[src/rtl/chain_pkg.sv]
package chain_pkg;
  localparam int PAD_W   = 8;
  localparam int CMD_W   = 4;
  localparam int ADDR_W  = 4;
  localparam int DATA_W  = 16;
  localparam int FRAME_W = PAD_W + CMD_W + ADDR_W + DATA_W;
  localparam logic [CMD_W-1:0] CMD_NOP = 4'b1111;

  typedef enum logic [1:0] {
    ST_IDLE = 2'd0,
    ST_LOW  = 2'd1,
    ST_HIGH = 2'd2,
    ST_END  = 2'd3
  } tx_state_e;
endpackage

[src/rtl/chain_frame_builder.sv]
module chain_frame_builder
  import chain_pkg::*;
#(
  parameter int N_DEV = 3,
  localparam int STREAM_W = N_DEV * FRAME_W
) (
  input  logic [N_DEV-1:0]        idle_i,
  input  logic [N_DEV*CMD_W-1:0]  cmd_i,
  input  logic [N_DEV*ADDR_W-1:0] addr_i,
  input  logic [N_DEV*DATA_W-1:0] data_i,
  output logic [STREAM_W-1:0]     stream_o
);
  // Device N_DEV-1 sits in the top slot, so it leaves first
  for (genvar g = 0; g < N_DEV; g++) begin : g_dev
    logic [FRAME_W-1:0] frame;
    always_comb begin
      if (idle_i[g])
        frame = {{PAD_W{1'b0}}, CMD_NOP, {ADDR_W{1'b0}}, {DATA_W{1'b0}}};
      else
        frame = {{PAD_W{1'b0}}, cmd_i[g*CMD_W +: CMD_W],
                 addr_i[g*ADDR_W +: ADDR_W], data_i[g*DATA_W +: DATA_W]};
    end
    assign stream_o[g*FRAME_W +: FRAME_W] = frame;
  end
endmodule

[src/rtl/chain_sck_divider.sv]
module chain_sck_divider #(
  parameter int DIV_W = 8
) (
  input  logic             clk_i,
  input  logic             rst_ni,
  input  logic             en_i,
  input  logic [DIV_W-1:0] div_i,
  output logic             tick_o
);
  logic [DIV_W-1:0] cnt_q;

  assign tick_o = en_i && (cnt_q == div_i);

  always_ff @(posedge clk_i or negedge rst_ni) begin
    if (!rst_ni)                cnt_q <= '0;
    else if (!en_i || tick_o)   cnt_q <= '0;
    else                        cnt_q <= cnt_q + 1'b1;
  end

  p_cnt_range_r7: assert property (@(posedge clk_i) disable iff (!rst_ni)
    en_i |-> (cnt_q <= div_i))
    else $error("divider count past limit");
endmodule

[src/rtl/chain_frame_sender.sv]
module chain_frame_sender
  import chain_pkg::*;
#(
  parameter int N_DEV = 3,
  parameter int DIV_W = 8,
  parameter int GAP_W = 8,
  localparam int STREAM_W = N_DEV * FRAME_W,
  localparam int CNT_W    = $clog2(STREAM_W + 1)
) (
  input  logic                    clk_i,
  input  logic                    rst_ni,
  input  logic                    start_i,
  input  logic [N_DEV-1:0]        idle_i,
  input  logic [N_DEV*CMD_W-1:0]  cmd_i,
  input  logic [N_DEV*ADDR_W-1:0] addr_i,
  input  logic [N_DEV*DATA_W-1:0] data_i,
  input  logic [DIV_W-1:0]        div_i,
  input  logic [GAP_W-1:0]        gap_i,
  output logic                    busy_o,
  output logic                    done_o,
  output logic                    cs_no,
  output logic                    sck_o,
  output logic                    sdo_o
);
  localparam logic [CNT_W-1:0] LAST_BIT = CNT_W'(STREAM_W - 1);

  tx_state_e             state_q;
  logic [STREAM_W-1:0]   stream, shreg_q;
  logic [CNT_W-1:0]      bit_cnt_q;
  logic [DIV_W-1:0]      div_q;
  logic [GAP_W-1:0]      gap_q, gap_cnt_q;
  logic                  tick;

  chain_frame_builder #(.N_DEV(N_DEV)) u_build (
    .idle_i  (idle_i),
    .cmd_i   (cmd_i),
    .addr_i  (addr_i),
    .data_i  (data_i),
    .stream_o(stream)
  );

  chain_sck_divider #(.DIV_W(DIV_W)) u_div (
    .clk_i (clk_i),
    .rst_ni(rst_ni),
    .en_i  (state_q != ST_IDLE),
    .div_i (div_q),
    .tick_o(tick)
  );

  assign busy_o = (state_q != ST_IDLE) || (gap_cnt_q != '0);

  always_ff @(posedge clk_i or negedge rst_ni) begin
    if (!rst_ni) begin
      state_q   <= ST_IDLE;
      shreg_q   <= '0;
      bit_cnt_q <= '0;
      div_q     <= '0;
      gap_q     <= '0;
      gap_cnt_q <= '0;
      cs_no     <= 1'b1;
      sck_o     <= 1'b0;
      sdo_o     <= 1'b0;
      done_o    <= 1'b0;
    end else begin
      done_o <= 1'b0;
      unique case (state_q)
        ST_IDLE: begin
          if (gap_cnt_q != '0) gap_cnt_q <= gap_cnt_q - 1'b1;
          if (start_i && gap_cnt_q == '0) begin
            shreg_q   <= stream;
            sdo_o     <= stream[STREAM_W-1];
            cs_no     <= 1'b0;
            bit_cnt_q <= '0;
            div_q     <= div_i;
            gap_q     <= gap_i;
            state_q   <= ST_LOW;
          end
        end
        ST_LOW: if (tick) begin
          sck_o   <= 1'b1;   // devices sample here
          state_q <= ST_HIGH;
        end
        ST_HIGH: if (tick) begin
          sck_o <= 1'b0;
          if (bit_cnt_q == LAST_BIT) begin
            sdo_o   <= 1'b0;
            state_q <= ST_END;
          end else begin
            shreg_q   <= shreg_q << 1;
            sdo_o     <= shreg_q[STREAM_W-2];
            bit_cnt_q <= bit_cnt_q + 1'b1;
            state_q   <= ST_LOW;
          end
        end
        ST_END: if (tick) begin
          cs_no     <= 1'b1;
          done_o    <= 1'b1;
          gap_cnt_q <= gap_q;
          state_q   <= ST_IDLE;
        end
        default: state_q <= ST_IDLE;
      endcase
    end
  end

  p_sck_rest_r5: assert property (@(posedge clk_i) disable iff (!rst_ni)
    cs_no |-> !sck_o)
    else $error("sck high with chip-select released");

  p_bit_cnt_r5: assert property (@(posedge clk_i) disable iff (!rst_ni)
    (state_q != ST_IDLE) |-> (bit_cnt_q <= LAST_BIT))
    else $error("bit counter overrun");

  p_sdo_stable_r6: assert property (@(posedge clk_i) disable iff (!rst_ni)
    (sck_o && $past(sck_o)) |-> $stable(sdo_o))
    else $error("sdo moved while sck high");

  p_start_gated_r8: assert property (@(posedge clk_i) disable iff (!rst_ni)
    $fell(cs_no) |-> $past(!busy_o))
    else $error("transfer began while busy");

  p_done_pulse_r10: assert property (@(posedge clk_i) disable iff (!rst_ni)
    done_o |=> !done_o)
    else $error("done longer than one cycle");

  p_done_cs_r10: assert property (@(posedge clk_i) disable iff (!rst_ni)
    done_o |-> (cs_no && $past(!cs_no)))
    else $error("done not aligned with chip-select rise");
endmodule

[config.mk]
export PLATFORM = sky130hd
export DESIGN_NAME = chain_frame_sender
export DESIGN_NICKNAME = d
export VERILOG_FILES = /design/src/rtl/chain_pkg.sv /design/src/rtl/chain_frame_builder.sv /design/src/rtl/chain_sck_divider.sv /design/src/rtl/chain_frame_sender.sv
export SDC_FILE = /design/constraint.sdc
export NUM_CORES = 1
export LEC_CHECK = 0
export BUFFER_PORTS_ARGS = -buffer_cell sky130_fd_sc_hd__buf_4
export CAP_MARGIN = 40
export CORE_MARGIN = 4
export CORE_UTILIZATION = 40
export CTS_BUF_LIST = sky130_fd_sc_hd__clkbuf_4 sky130_fd_sc_hd__clkbuf_8
export DETAILED_ROUTE_END_ITERATION = 10
export SYNTH_ARGS = -nofsm -noshare
export SYNTH_HDL_FRONTEND = slang
export SYNTH_SLANG_ARGS = --single-unit
[constraint.sdc]
create_clock -name clk_i -period 2.9 [get_ports clk_i]
set_input_delay 0.58 -clock clk_i [delete_from_list [all_inputs] [get_ports clk_i]]
set_output_delay 0.58 -clock clk_i [all_outputs]
set_load 0.005 [all_outputs]
==> impl_metrics.yaml <==
cells_and_area:
  syn2layout_area_growth_pct: 20.2
  multi_input_area_um2: 2950
  fillCellCount: 1542
  final_nets: 842
  fin_util_pct: 48.8
  drive_gt1_share_pct: 23.4
  antenna-diode-count: 0
  ff_latch_area_um2: 3500
  layoutNonFillerInstCount: 977
synthesis:
  synth-xor-area-share_pct: 1.83
  syn_nets: 767
  synth_seq_cells: 140
  synthArstFlopShare_pct: 100
  synth_ff_type: "dfrtp_1"
  synth_seq_area_share_pct: 52.2
  postSynthAreaPerCell_um2: 10.0
  synthAdderAreaFrac_pct: 0.746
  syn_area_um2: 6710
  synth_top_family_by_area: "compound AO/OA/AOI/OAI gates"
  synth-compound-area-share_pct: 24.3
  synthSimpleGateAreaFrac_pct: 13.9
  yosys_warnings: 0
  ys_types: 54
  synthMuxAreaShare_pct: 3.00
  synthCells: 669
  synth_enable_flop_cells: 0
placed_design:
  place.gp.congestion: 0.813
  dp.cells: 945
  pre_cts_ws_ns: 0.433
  port_buffers: 98
  dpl.hpwl_um: 10400
drt:
  via_count: 5464
  vias_per_cell: 5.59
  wl_met2_um: 7640
  ant_nets: 0
  drc: 0
  drt_pass1_iterations: 5
  wire_per_inst_um: 16.5
  wl_met1_um: 7360
  drt_iter0_drc: 447
  top_layer: "met4"
  wl_met3_um: 928
  wl_um: 16100
timing:
  max_clock_freq_ghz: 0.399
  finalSetupViolations: 0
  rsz0062_at_grt: "false"
  drv_slew: 0
  final.setup.tns_ns: 0
  hold_violations: 0
  worst_slack_ns: 0.391
  skew_ns: 0.0116
  post-route-period-util_pct: 86.5
  worst_pin_slew_ns: 0.753
  min_period_ns: 2.51
  maxSlewHeadroom_pct: 49.8
power:
  power_mw: 7.08
  p_leak_nw: 3.49
  power_density_nw_per_um2: 877
  ir_worst_vdd_uv: 362
critical_path:
  crit_type: "reg2reg"
  critPathSlowestCell: "dfrtp_1"
  critPathMaxStageDelay_ns: 0.41
  end_kind: "flip-flop"
  crit_fanout: 46
  crit_required_ns: 3.22
  cp_data_arrival_time_ns: 2.83
  path_cells: "inv_1 > ha_1 > nor3b_2 > nand4_1 > and2_1 > a21oi_4 > buf_12 > a21oi_1"
  path_buf_inv: 2
  cp_top_family: "simple AND/OR/NAND/NOR gates"
  critPathLaunchType: "flip-flop"
cts:
  hold_buffers: 0
  cts_tree: "built"
  post_cts_buffers: 0
  cts_htree_levels: 4
  clock_path_buffers: 2
  numCtsBuffers: 17
  cts.reportedPaths.clkPinSlew_ns: 0.08
  cts.sinks: 140
  clk_latency_ns: 0.44
  cts-root-buf: "clkbuf_8"
  post_cts_resized: 0
grt:
  grt_max_degree: 81
  grt.overflow.total: 0
  grt_pass1_wl_um: 27500
  grt_pass1_vias: 5584
  antenna_found_initial: 0
  grt.total_usage_pct: 18.3
floorplan:
  ios: 99
  die-width_um: 137
  dieArea_um2: 18900
  core_region_area_um2: 16500
  start_util_pct: 40.6
  rows: 47
  die_y_um: 137
worst_hold_path:
  timing.hold.worst.class: "in2async"
flow_run:
  max_cap_violations: 0
run_status:
  outcome: "finished, final reports clean"
==> metrics by stage <==
stage	instance area, um2	hold slack [ns]
after floorplan	6710	0.284
after global placement	7640	0.449
after detailed placement	7640	0.451
after CTS	8070	0.0868
after global routing	8070	0.0946
final	8070	0.101
==> cell usage in the layout (no fill, tap or decap), types with 3 or more instances in the layout <==
master / Yosys / routed
a21oi_1: 193 / 193
dfrtp_1: 139 / 139
buf_4: 1 / 112
nor3b_1: 59 / 59
a22o_1: 37 / 37
nand2_1: 27 / 26
clkbuf_8: 0 / 22
nor2_1: 18 / 18
mux2_2: 17 / 17
nand3_1: 16 / 16
o21ai_0: 12 / 12
nor3_1: 12 / 12
xnor2_1: 9 / 9
xor2_1: 5 / 5
inv_1: 5 / 5
nand4_1: 4 / 4
o221a_2: 4 / 4
ha_1: 4 / 4
and3_1: 3 / 3
and2_1: 3 / 3
o211ai_1: 3 / 3
a211o_1: 3 / 3
clkinvlp_4: 0 / 3
==> metal layers <==
layer	vias up	track usage (%)
met5	-	0
met1	2693	25.1
li1	2607	-
met4	0	5.16
met3	13	5.30
met2	151	28.3
==> where the power goes <==
group / internal, mW / switching [mW] / leakage, nW
Combinational: 0.986 / 1.18 / 1.54
Clock: 0.889 / 0.751 / 0.208
Sequential: 2.73 / 0.544 / 1.74
==> synthesized netlist by cell type, drive strengths merged (3+ instances only) <==
master    n  area share (%)
nor3     12            0.90
dfrtp   139              52
o21ai    14             1.0
nor3b    60             6.8
o211ai    3            0.34
clkbuf   40             2.2
nor2     18             1.0
inv       5            0.28
ha        4            0.75
and3      3            0.28
nor2b     3            0.28
nand4     4            0.37
a22o     37             4.8
nand3    16             1.2
and2      3            0.28
o221a     4            0.67
xor2      5            0.65
xnor2     9             1.2
nand2    27             1.5
a211o     3            0.39
a21oi   194              15
buf      19             1.5
mux2     17             2.9
==> final timing paths <==
path	endpoint	slack [ns]	cells after the start	start
max	shreg_q[37]	0.39	8	gap_cnt_q[0]
min	state_q[0]	0.10	1	rst_ni
max reg2reg	shreg_q[37]	0.39	8	gap_cnt_q[0]
min reg2reg	cs_no	0.46	2	cs_no
max in group asynchronous	shreg_q[58]	2.08	2	rst_ni
min in group clk_i	div_q[3]	0.37	2	div_i[3]
==> flip-flops by register name, indices dropped and copies added, names as in the netlist <==
signal / cells
bit_cnt_q: 7
cs_no: 1
div_q: 8
done_o: 1
gap_cnt_q: 8
gap_q: 8
sck_o: 1
sdo_o: 1
shreg_q: 95
state_q: 2
u_div.cnt_q: 8
==> worst reg2reg max path: stages, from the launching register on <==
cell	delay, ns
dfrtp_1	0.41
inv_1	0.11
ha_1	0.14
nor3b_2	0.34
nand4_1	0.31
and2_1	0.29
a21oi_4	0.37
buf_12	0.29
a21oi_1	0.12
==> area by class of cell <==
type	instances	area share, %
clock buffer	23	3.85
clock inverter	9	1.37
inverter	5	0.233
multi-input combinational	465	36.6
sequential	140	43.5
tap	220	3.41
timing repair buffer	115	11.1
==> kinds of logic after synthesis <==
group                      after synthesis
adders and majority gates                4
DFF                                    140
buffers and inverters                   64
AOI/OAI and AO/OA                      274
and+or+nand+nor                        155
xor gates and xnor gates                14
muxes                                   18
(Power assumes the default switching activity.)
